### src/rtl/rop3_pkg.sv
package rop3_pkg;

  typedef struct packed {
    logic loadFront;  // stage 1 captures the incoming word
    logic loadBack;   // stage 2 captures stage 1
  } pipeStrobe_t;

endpackage

### src/rtl/rop3_ctrl.sv
module rop3_ctrl
  import rop3_pkg::*;
(
  input  logic        clk,
  input  logic        rstN,
  input  logic        inValid,
  output logic        inReady,
  output logic        outValid,
  input  logic        outReady,
  output pipeStrobe_t strobe
);

  logic frontFull;
  logic backFull;

  always_comb begin
    strobe.loadBack  = frontFull && (!backFull || outReady);
    inReady          = !frontFull || strobe.loadBack;
    strobe.loadFront = inValid && inReady;
  end

  always_ff @(posedge clk or negedge rstN) begin
    if (!rstN) begin
      frontFull <= 1'b0;
      backFull  <= 1'b0;
    end else begin
      if (strobe.loadFront)     frontFull <= 1'b1;
      else if (strobe.loadBack) frontFull <= 1'b0;
      if (strobe.loadBack)      backFull  <= 1'b1;
      else if (outReady)        backFull  <= 1'b0;
    end
  end

  assign outValid = backFull;

endmodule

### src/rtl/rop3_dpath.sv
module rop3_dpath
  import rop3_pkg::*;
#(
  parameter int PIX_W = 8,
  parameter int PIX_N = 4,
  localparam int DATA_W = PIX_W * PIX_N
) (
  input  logic              clk,
  input  logic              rstN,
  input  pipeStrobe_t       strobe,
  input  logic [DATA_W-1:0] patWord,
  input  logic [PIX_N-1:0]  patMask,
  input  logic [DATA_W-1:0] srcWord,
  input  logic [DATA_W-1:0] dstWord,
  input  logic [7:0]        ropCode,
  input  logic [PIX_W-1:0]  fgColor,
  input  logic [PIX_W-1:0]  bgColor,
  input  logic              expandEn,
  input  logic              patTransEn,
  input  logic              srcTransEn,
  output logic [DATA_W-1:0] outData,
  output logic [PIX_N-1:0]  outByteEn
);

  logic [DATA_W-1:0] srcEff;
  logic [PIX_N-1:0]  enNext;

  // Source expansion and per-pixel enables
  for (genvar px = 0; px < PIX_N; px++) begin : gPix
    logic monoBit;
    assign monoBit = srcWord[px];
    assign srcEff[px*PIX_W +: PIX_W] =
      expandEn ? (monoBit ? fgColor : bgColor) : srcWord[px*PIX_W +: PIX_W];
    assign enNext[px] = !(patTransEn && !patMask[px]) &&
                        !(srcTransEn && expandEn && !monoBit);
  end

  // Stage 1: operands, effective source, enables and code travel together
  logic [DATA_W-1:0] frontPat;
  logic [DATA_W-1:0] frontSrc;
  logic [DATA_W-1:0] frontDst;
  logic [7:0]        frontRop;
  logic [PIX_N-1:0]  frontEn;

  always_ff @(posedge clk or negedge rstN) begin
    if (!rstN) begin
      frontPat <= '0;
      frontSrc <= '0;
      frontDst <= '0;
      frontRop <= '0;
      frontEn  <= '0;
    end else if (strobe.loadFront) begin
      frontPat <= patWord;
      frontSrc <= srcEff;
      frontDst <= dstWord;
      frontRop <= ropCode;
      frontEn  <= enNext;
    end
  end

  // Bitwise ternary function: the code is a truth table indexed by {P,S,D}
  logic [DATA_W-1:0] ropResult;
  for (genvar b = 0; b < DATA_W; b++) begin : gBit
    logic [2:0] sel;
    assign sel          = {frontPat[b], frontSrc[b], frontDst[b]};
    assign ropResult[b] = frontRop[sel];
  end

  // Stage 2: result register feeding the output stream
  always_ff @(posedge clk or negedge rstN) begin
    if (!rstN) begin
      outData   <= '0;
      outByteEn <= '0;
    end else if (strobe.loadBack) begin
      outData   <= ropResult;
      outByteEn <= frontEn;
    end
  end

endmodule

### src/rtl/rop3_blend.sv
module rop3_blend
  import rop3_pkg::*;
#(
  parameter int PIX_W = 8,
  parameter int PIX_N = 4,
  localparam int DATA_W = PIX_W * PIX_N
) (
  input  logic              clk,
  input  logic              rstN,
  input  logic              inValid,
  output logic              inReady,
  input  logic [DATA_W-1:0] patWord,
  input  logic [PIX_N-1:0]  patMask,
  input  logic [DATA_W-1:0] srcWord,
  input  logic [DATA_W-1:0] dstWord,
  input  logic [7:0]        ropCode,
  input  logic [PIX_W-1:0]  fgColor,
  input  logic [PIX_W-1:0]  bgColor,
  input  logic              expandEn,
  input  logic              patTransEn,
  input  logic              srcTransEn,
  output logic              outValid,
  input  logic              outReady,
  output logic [DATA_W-1:0] outData,
  output logic [PIX_N-1:0]  outByteEn
);

  pipeStrobe_t strobe;

  rop3_ctrl uCtrl (
    .clk      (clk),
    .rstN     (rstN),
    .inValid  (inValid),
    .inReady  (inReady),
    .outValid (outValid),
    .outReady (outReady),
    .strobe   (strobe)
  );

  rop3_dpath #(.PIX_W(PIX_W), .PIX_N(PIX_N)) uDpath (
    .clk        (clk),
    .rstN       (rstN),
    .strobe     (strobe),
    .patWord    (patWord),
    .patMask    (patMask),
    .srcWord    (srcWord),
    .dstWord    (dstWord),
    .ropCode    (ropCode),
    .fgColor    (fgColor),
    .bgColor    (bgColor),
    .expandEn   (expandEn),
    .patTransEn (patTransEn),
    .srcTransEn (srcTransEn),
    .outData    (outData),
    .outByteEn  (outByteEn)
  );

endmodule

### config.mk
export PLATFORM = sky130hd
export DESIGN_NAME = rop3_blend
export DESIGN_NICKNAME = d
export VERILOG_FILES = /design/src/rtl/rop3_pkg.sv /design/src/rtl/rop3_ctrl.sv /design/src/rtl/rop3_dpath.sv /design/src/rtl/rop3_blend.sv
export SDC_FILE = /design/constraint.sdc
export NUM_CORES = 1
export LEC_CHECK = 0
export BUFFER_PORTS_ARGS = -buffer_cell sky130_fd_sc_hd__clkbuf_2
export CAP_MARGIN = 15
export CORE_MARGIN = 5
export CORE_UTILIZATION = 51
export CTS_CLUSTER_DIAMETER = 200
export DETAILED_ROUTE_END_ITERATION = 12
export PLACE_DENSITY = 0.77
export REMOVE_ABC_BUFFERS = 1
export SYNTH_ARGS = -nofsm -noshare
export SYNTH_HDL_FRONTEND = slang
export SYNTH_SLANG_ARGS = --single-unit
### constraint.sdc
create_clock -name clk -period 1.2 [get_ports clk]
set_input_delay 0.12 -clock clk [delete_from_list [all_inputs] [get_ports clk]]
set_output_delay 0.12 -clock clk [all_outputs]
set_load 0.03 [all_outputs]
== Word level (Yosys, flattened, before mapping) ==
Cells that the tools add are included.

* Magnitude comparators: 32
* Mux-type cells: 76
* Reductions and logical operators: 37

{| class="wikitable"
|+ Operators by type and width
! operator !! number
|-
| 3-bit by 4-bit < comparator with 1-bit output (second input constant) || 32
|-
| 1-bit binary-select mux with 3-bit select || 32
|-
| 8-bit two-way mux || 8
|-
| 1-bit two-way mux || 36
|-
| 1-bit zero test || 18
|-
| 1-bit logical AND || 15
|-
| 2-bit nonzero test || 2
|-
| 1-bit logical OR || 2
|}

* Bits in registers: 146
* Bits of input ports: 131
* Output and inout bits: 38
* Word-level logic and storage cells: 154

== Logic depth before layout (Yosys ltp) ==
* Depth in word-level cells: 6
* Depth in mapped cells: 5
* Gate-level depth less buffers: 3

== Cells and area by module ==
Synthesis repeated with hierarchy kept, for this count alone.

* Cells, all modules: 685
* Area, all modules: 8727.1 um2

{| class="wikitable"
|+ By module, submodules not included
! module !! instances !! cells an instance !! area each (um2) !! seq. area each (um2)
|-
| rop3_dpath || 1 || 677 || 8623.3 || 3603.5
|-
| rop3_ctrl || 1 || 8 || 103.8 || 50.0
|}

== Worst setup path before layout ==
Ideal clock, no wire load.

* Path kind: register to register
* From: register uCtrl.backFull (netlist: uCtrl.outValid)
* To: register uDpath.frontSrc[23]
* Library setup time: 127 ps
* Arrival: 1558 ps
* Required time: 1073 ps
* Setup slack: -485 ps
* Stages on the path, launching flop included: 6
* Path buffers: 2
* Cells stage by stage: dfrtp_1 nand3b_4 nand2_2 buf_4 buf_6 mux2_1

* Cells in the longest elaborated chain, start to end: 5

{| class="wikitable"
|+ RTL lines
! what !! line !! text
|-
| from (decl) || rop3_ctrl.sv:14 || <nowiki>logic backFull;</nowiki>
|-
| from (signal assigned) || rop3_ctrl.sv:25 || <nowiki>backFull <= 1'b0;</nowiki>
|-
| from (signal assigned) || rop3_ctrl.sv:29 || <nowiki>if (strobe.loadBack) backFull <= 1'b1;</nowiki>
|-
| from (signal assigned) || rop3_ctrl.sv:30 || <nowiki>else if (outReady) backFull <= 1'b0;</nowiki>
|-
| 1-bit zero test || rop3_ctrl.sv:17 || <nowiki>strobe.loadBack = frontFull && (!backFull || outReady);</nowiki>
|-
| 1-bit logical OR || rop3_ctrl.sv:17 ||
|-
| 1-bit logical AND || rop3_ctrl.sv:17 ||
|-
| 1-bit logical OR || rop3_ctrl.sv:18 || <nowiki>inReady = !frontFull || strobe.loadBack;</nowiki>
|-
| named net inReady || rop3_blend.sv:11 || <nowiki>output logic inReady,</nowiki>
|-
| 1-bit logical AND || rop3_ctrl.sv:19 || <nowiki>strobe.loadFront = inValid && inReady;</nowiki>
|-
| to (signal assigned) || rop3_dpath.sv:54 || <nowiki>frontSrc <= srcEff;</nowiki>
|-
| to (decl) || rop3_dpath.sv:40 || <nowiki>logic [DATA_W-1:0] frontSrc;</nowiki>
|}

The timed path passes the listed nets, and every way through them passes these cells.
A chain may end at the register's enable or synchronous reset.

== Worst setup path after layout ==
* From: register uDpath.frontRop[6]
* To: register uDpath.outData[1]

* Cells in the longest elaborated chain, start to end: 2

{| class="wikitable"
|+ RTL lines
! what !! line !! text
|-
| from (decl) || rop3_dpath.sv:42 || <nowiki>logic [7:0] frontRop;</nowiki>
|-
| from (signal assigned) || rop3_dpath.sv:56 || <nowiki>frontRop <= ropCode;</nowiki>
|-
| 1-bit binary-select mux with 3-bit select || rop3_dpath.sv:66 || <nowiki>assign ropResult[b] = frontRop[sel];</nowiki>
|-
| 1-bit two-way mux (not written as such) || rop3_dpath.sv:66 ||
|-
| to (signal assigned) || rop3_dpath.sv:75 || <nowiki>outData <= ropResult;</nowiki>
|-
| to (decl) || rop3_dpath.sv:21 || <nowiki>output logic [DATA_W-1:0] outData,</nowiki>
|}

Every way passes these cells. The select of a mux whose other input is x is not followed.

==> impl_metrics.csv <==
group,metric,value,unit
synthesis,synth.top_cells.by_area,"sky130_fd_sc_hd__dfrtp_1 41%, sky130_fd_sc_hd__mux2i_1 22%, sky130_fd_sc_hd__mux2_2 11%",
synthesis,avgSynthCellArea,13.0,um^2
clock_tree,cts_max_path_buffers,2,
sta,layout_worst_path_cycle_share,1.29,
placed_design,placed_cells,1022,
flow_run,drv.max_cap_violation_count,0,
floorplan,die_w,142,um
min_path,hold-path-cell-count,3,
clock_tree,cts.sink_count,146,
synthesis,synth_top_cell_by_area,"sky130_fd_sc_hd__dfrtp_1",
sta,fmax,0.645,GHz
clock_tree,tritoncts_clock_tree,"done",
drt,finalWirelength,26.3,mm
synthesis,synth_area,8860,um^2
drt,viasPerCell,5.67,
cells_and_area,multi_input_comb_area,4660,um^2
worst_setup_path,worst_path_most_repeated_cell,"sky130_fd_sc_hd__mux2i_1",
placed_design,port-buffer-count,168,
cells_and_area,fillCellCount,1132,
synthesis,synthDistinctLibCells,20,
sta,final-setup-viol-count,145,
global_route,grt_first_pass_wirelength,37.3,mm
global_route,antenna_violations_before_repair,1,
worst_setup_path,worstSetupEndpointType,"flip-flop",
placed_design,dp_hpwl,14.9,mm
power,power.total,20.7,mW
worst_setup_path,timing.setup.critical_path_class,"reg -> reg",
synthesis,netlist.area_leader.share,0.412,
worst_setup_path,cpMaxStageDelayCell,"sky130_fd_sc_hd__mux4_2",
min_path,hold_end,"uCtrl.outValid$_DFFE_PN0P_",
outcome,failing_checks,"negative setup slack",
sta,layout_min_cycle_time,1550,ps
synthesis,netlist_instances,684,
synthesis,yosysWarnings,0,
floorplan,row_count,48,
worst_setup_path,biggest_fanout_along_the_worst_timing_path,16,
floorplan,io-pin-count,169,
sta,fin_skew,11.2,ps
worst_setup_path,worstSetupStartpointType,"flip-flop",
power,power.static_leakage,6.11,nW
outcome,status,"finished with violations",
sta,worst_slew_pin_slew,301,ps
worst_setup_path,timing.reg2reg.setup_slack,-350,ps
sta,pins_over_their_slew_limit,0,
clock_tree,clk_latency,430,ps
worst_setup_path,worst_ep_arrival_time,1890,ps
placed_design,globalplace.congestion,0.818,
clock_tree,cts_made_buffers,17,
sta,finalHoldWorstSlack,7.72,ps
cells_and_area,final_cell_mix,"195 x sky130_fd_sc_hd__mux2i_1, 164 x sky130_fd_sc_hd__clkbuf_2, 144 x sky130_fd_sc_hd__dfrtp_1",
sta,layout_setup_ws,-351,ps
worst_setup_path,r2r_start,"uDpath.frontRop[6]$_DFFE_PN0P_",
worst_setup_path,critical_path.reg2reg.endpoint,"uDpath.outData[1]$_DFFE_PN0P_",
synthesis,synth.yosys.seq_area_share,0.412,
clock_tree,clock_slew_at_reported_path_ffs,60,ps
drt,iter_0_drt_violations,434,
drt,drt_first_pass_iters,5,
drt,post_detailed_route_count_of_antenna_violating_nets,0,
synthesis,postSynthRegisterBits,146,
sta,hold_viol,0,
cells_and_area,finish.cell_count_without_fillers,1154,
drt,drt-wirelength-per-cell,22.8,um
floorplan,initial_utilization,0.516,
cells_and_area,regArea,3660,um^2
sta,grt_setup_unrepaired,"true",
global_route,first_global_vias,6962,
power,ir_worst_vdd,0.00114,V
cells_and_area,stdcell_area,12100,um^2
cells_and_area,layout.cells.most_common,"sky130_fd_sc_hd__mux2i_1",
floorplan,die_area,20100,um^2
global_route,grt_overflow,0,
worst_setup_path,critPathLaunch,"uDpath.frontRop[6]$_DFFE_PN0P_",
cells_and_area,finish.utilization,0.705,
drt,route.detailed.drc,0,
min_path,holdCritStartpoint,"outReady",
worst_setup_path,critPathMaxStageDelay,490,ps
clock_tree,cts.root.buffer_cell,"sky130_fd_sc_hd__clkbuf_16",
global_route,pin_count_of_the_biggest_net_entering_global_routing,55,
clock_tree,ctsHtreeMaxLevel,4,
global_route,globalRouteTotalUtil,0.239,
cells_and_area,final_layout_size_suffix_gt1_frac,0.434,
placed_design,dpl-instance-area,9770,um^2
floorplan,die_h,142,um
cells_and_area,design.final.nets,1047,
sta,slew_headroom,0.798,
cells_and_area,area.growth.synth_to_final,36.6,%
min_path,hp_class,"in -> reg",
worst_setup_path,crit_path_cell_trace,"clkbuf_16 > mux2i_1 > mux4_2 > mux2i_1",
drt,via_count,6542,
floorplan,core,17200,um^2
power,cellPowerDensity,1710,nW/um^2
worst_setup_path,r2r_cells,4,
worst_setup_path,cp_data_required_time,1540,ps
-- through the flow --
step | setup WS [ps] | setup TNS [ps]
2_1_floorplan | -1470 | -194380
3_3_place_gp | -202 | -22550
3_5_place_dp | -221 | -26060
4_1_cts | -239 | -26240
5_1_grt | -397 | -40990
6_report | -351 | -35230
-- final cells by class --
type / instances / area share
Multi-Input combinational cell: 411 / 0.385
Clock inverter: 10 / 0.0170
Clock buffer: 21 / 0.0380
Antenna cell: 1 / 0.000207
Sequential cell: 146 / 0.302
Timing Repair Buffer: 302 / 0.223
Tap cell: 225 / 0.0233
Inverter: 38 / 0.0118
-- critical path: cells and delay by family, from the launching register on --
family	cells	cell delay, ps
buf+inv	1	230
mux	3	750
flops	1	480
-- how the worst max path moves through the flow --
stage	end	cells past startpoint	slack, ps
6_report	uDpath.outData[1]$_DFFE_PN0P_	4	-350
5_1_grt	uDpath.outData[1]$_DFFE_PN0P_	4	-400
4_1_cts	uDpath.outData[27]$_DFFE_PN0P_	4	-240
3_5_place_dp	uDpath.frontPat[26]$_DFFE_PN0P_	4	-220
3_3_place_gp	uDpath.frontRop[1]$_DFFE_PN0P_	4	-200
2_1_floorplan	uDpath.frontDst[0]$_DFFE_PN0P_	3	-1470
-- state kept, by name (all words and copies together), names as in the netlist --
signal / cells
uCtrl.frontFull: 1
uCtrl.outValid: 1
uDpath.frontDst: 32
uDpath.frontEn: 4
uDpath.frontPat: 32
uDpath.frontRop: 8
uDpath.frontSrc: 32
uDpath.outByteEn: 4
uDpath.outData: 32
-- layer usage --
layer | up-vias | part of all wire | global-route usage
met1 | 3298 | 0.42 | 0.309
met3 | 51 | 0.081 | 0.0704
met4 | 0 | 0.021 | 0.0833
met2 | 312 | 0.47 | 0.383
li1 | 2881 | - | -
met5 | - | 0 | 0
-- timing repair --
| action | in CTS | in global routing |
|---|---|---|
| hold endpoints to repair | 220 | 0 |
| buffers inserted | 7 | 6 |
| pin swaps | 2 | 1 |
| endpoints found under the setup margin | 145 | 147 |
| hold buffers | 74 | 0 |
| gates resized for setup | 41 | 91 |
| gates cloned | 3 | 12 |
-- power by group --
group | internal (mW) | switching (mW)
sequential | 6.08 | 1.13
clock | 3.99 | 2.05
combinational | 3.77 | 3.64
total | 13.8 | 6.82
-- cell usage after synthesis --
| library cell | n |
|---|---|
| sky130_fd_sc_hd__mux2i_1 | 195 |
| sky130_fd_sc_hd__mux4_2 | 32 |
| sky130_fd_sc_hd__a21oi_1 | 32 |
| sky130_fd_sc_hd__buf_4 | 22 |
| sky130_fd_sc_hd__a31oi_1 | 1 |
| sky130_fd_sc_hd__dfrtp_1 | 146 |
| sky130_fd_sc_hd__nand3b_4 | 1 |
| sky130_fd_sc_hd__nand2_1 | 1 |
| sky130_fd_sc_hd__mux2_1 | 20 |
| sky130_fd_sc_hd__and2_1 | 1 |
| sky130_fd_sc_hd__o22ai_1 | 4 |
| sky130_fd_sc_hd__buf_2 | 16 |
| sky130_fd_sc_hd__buf_8 | 3 |
| sky130_fd_sc_hd__nand2_2 | 1 |
| sky130_fd_sc_hd__nor2_1 | 31 |
| sky130_fd_sc_hd__clkbuf_1 | 4 |
| sky130_fd_sc_hd__inv_1 | 38 |
| sky130_fd_sc_hd__mux2_2 | 88 |
| sky130_fd_sc_hd__buf_6 | 45 |
| sky130_fd_sc_hd__nand2b_1 | 3 |
-- kinds of logic (layout without fill, tap and decap cells) --
| logic type | count (synthesis) | in the layout | synth area share |
|---|---|---|---|
| muxes | 335 | 335 | 0.439 |
| buffers and inverters | 128 | 371 | 0.108 |
| DFF | 146 | 146 | 0.412 |
| and+or+nand+nor | 38 | 39 | 0.0193 |
| other | 0 | 1 | 0 |
| AOI/OAI and AO/OA | 37 | 37 | 0.0216 |
Power figures use the tool's default switching activity.
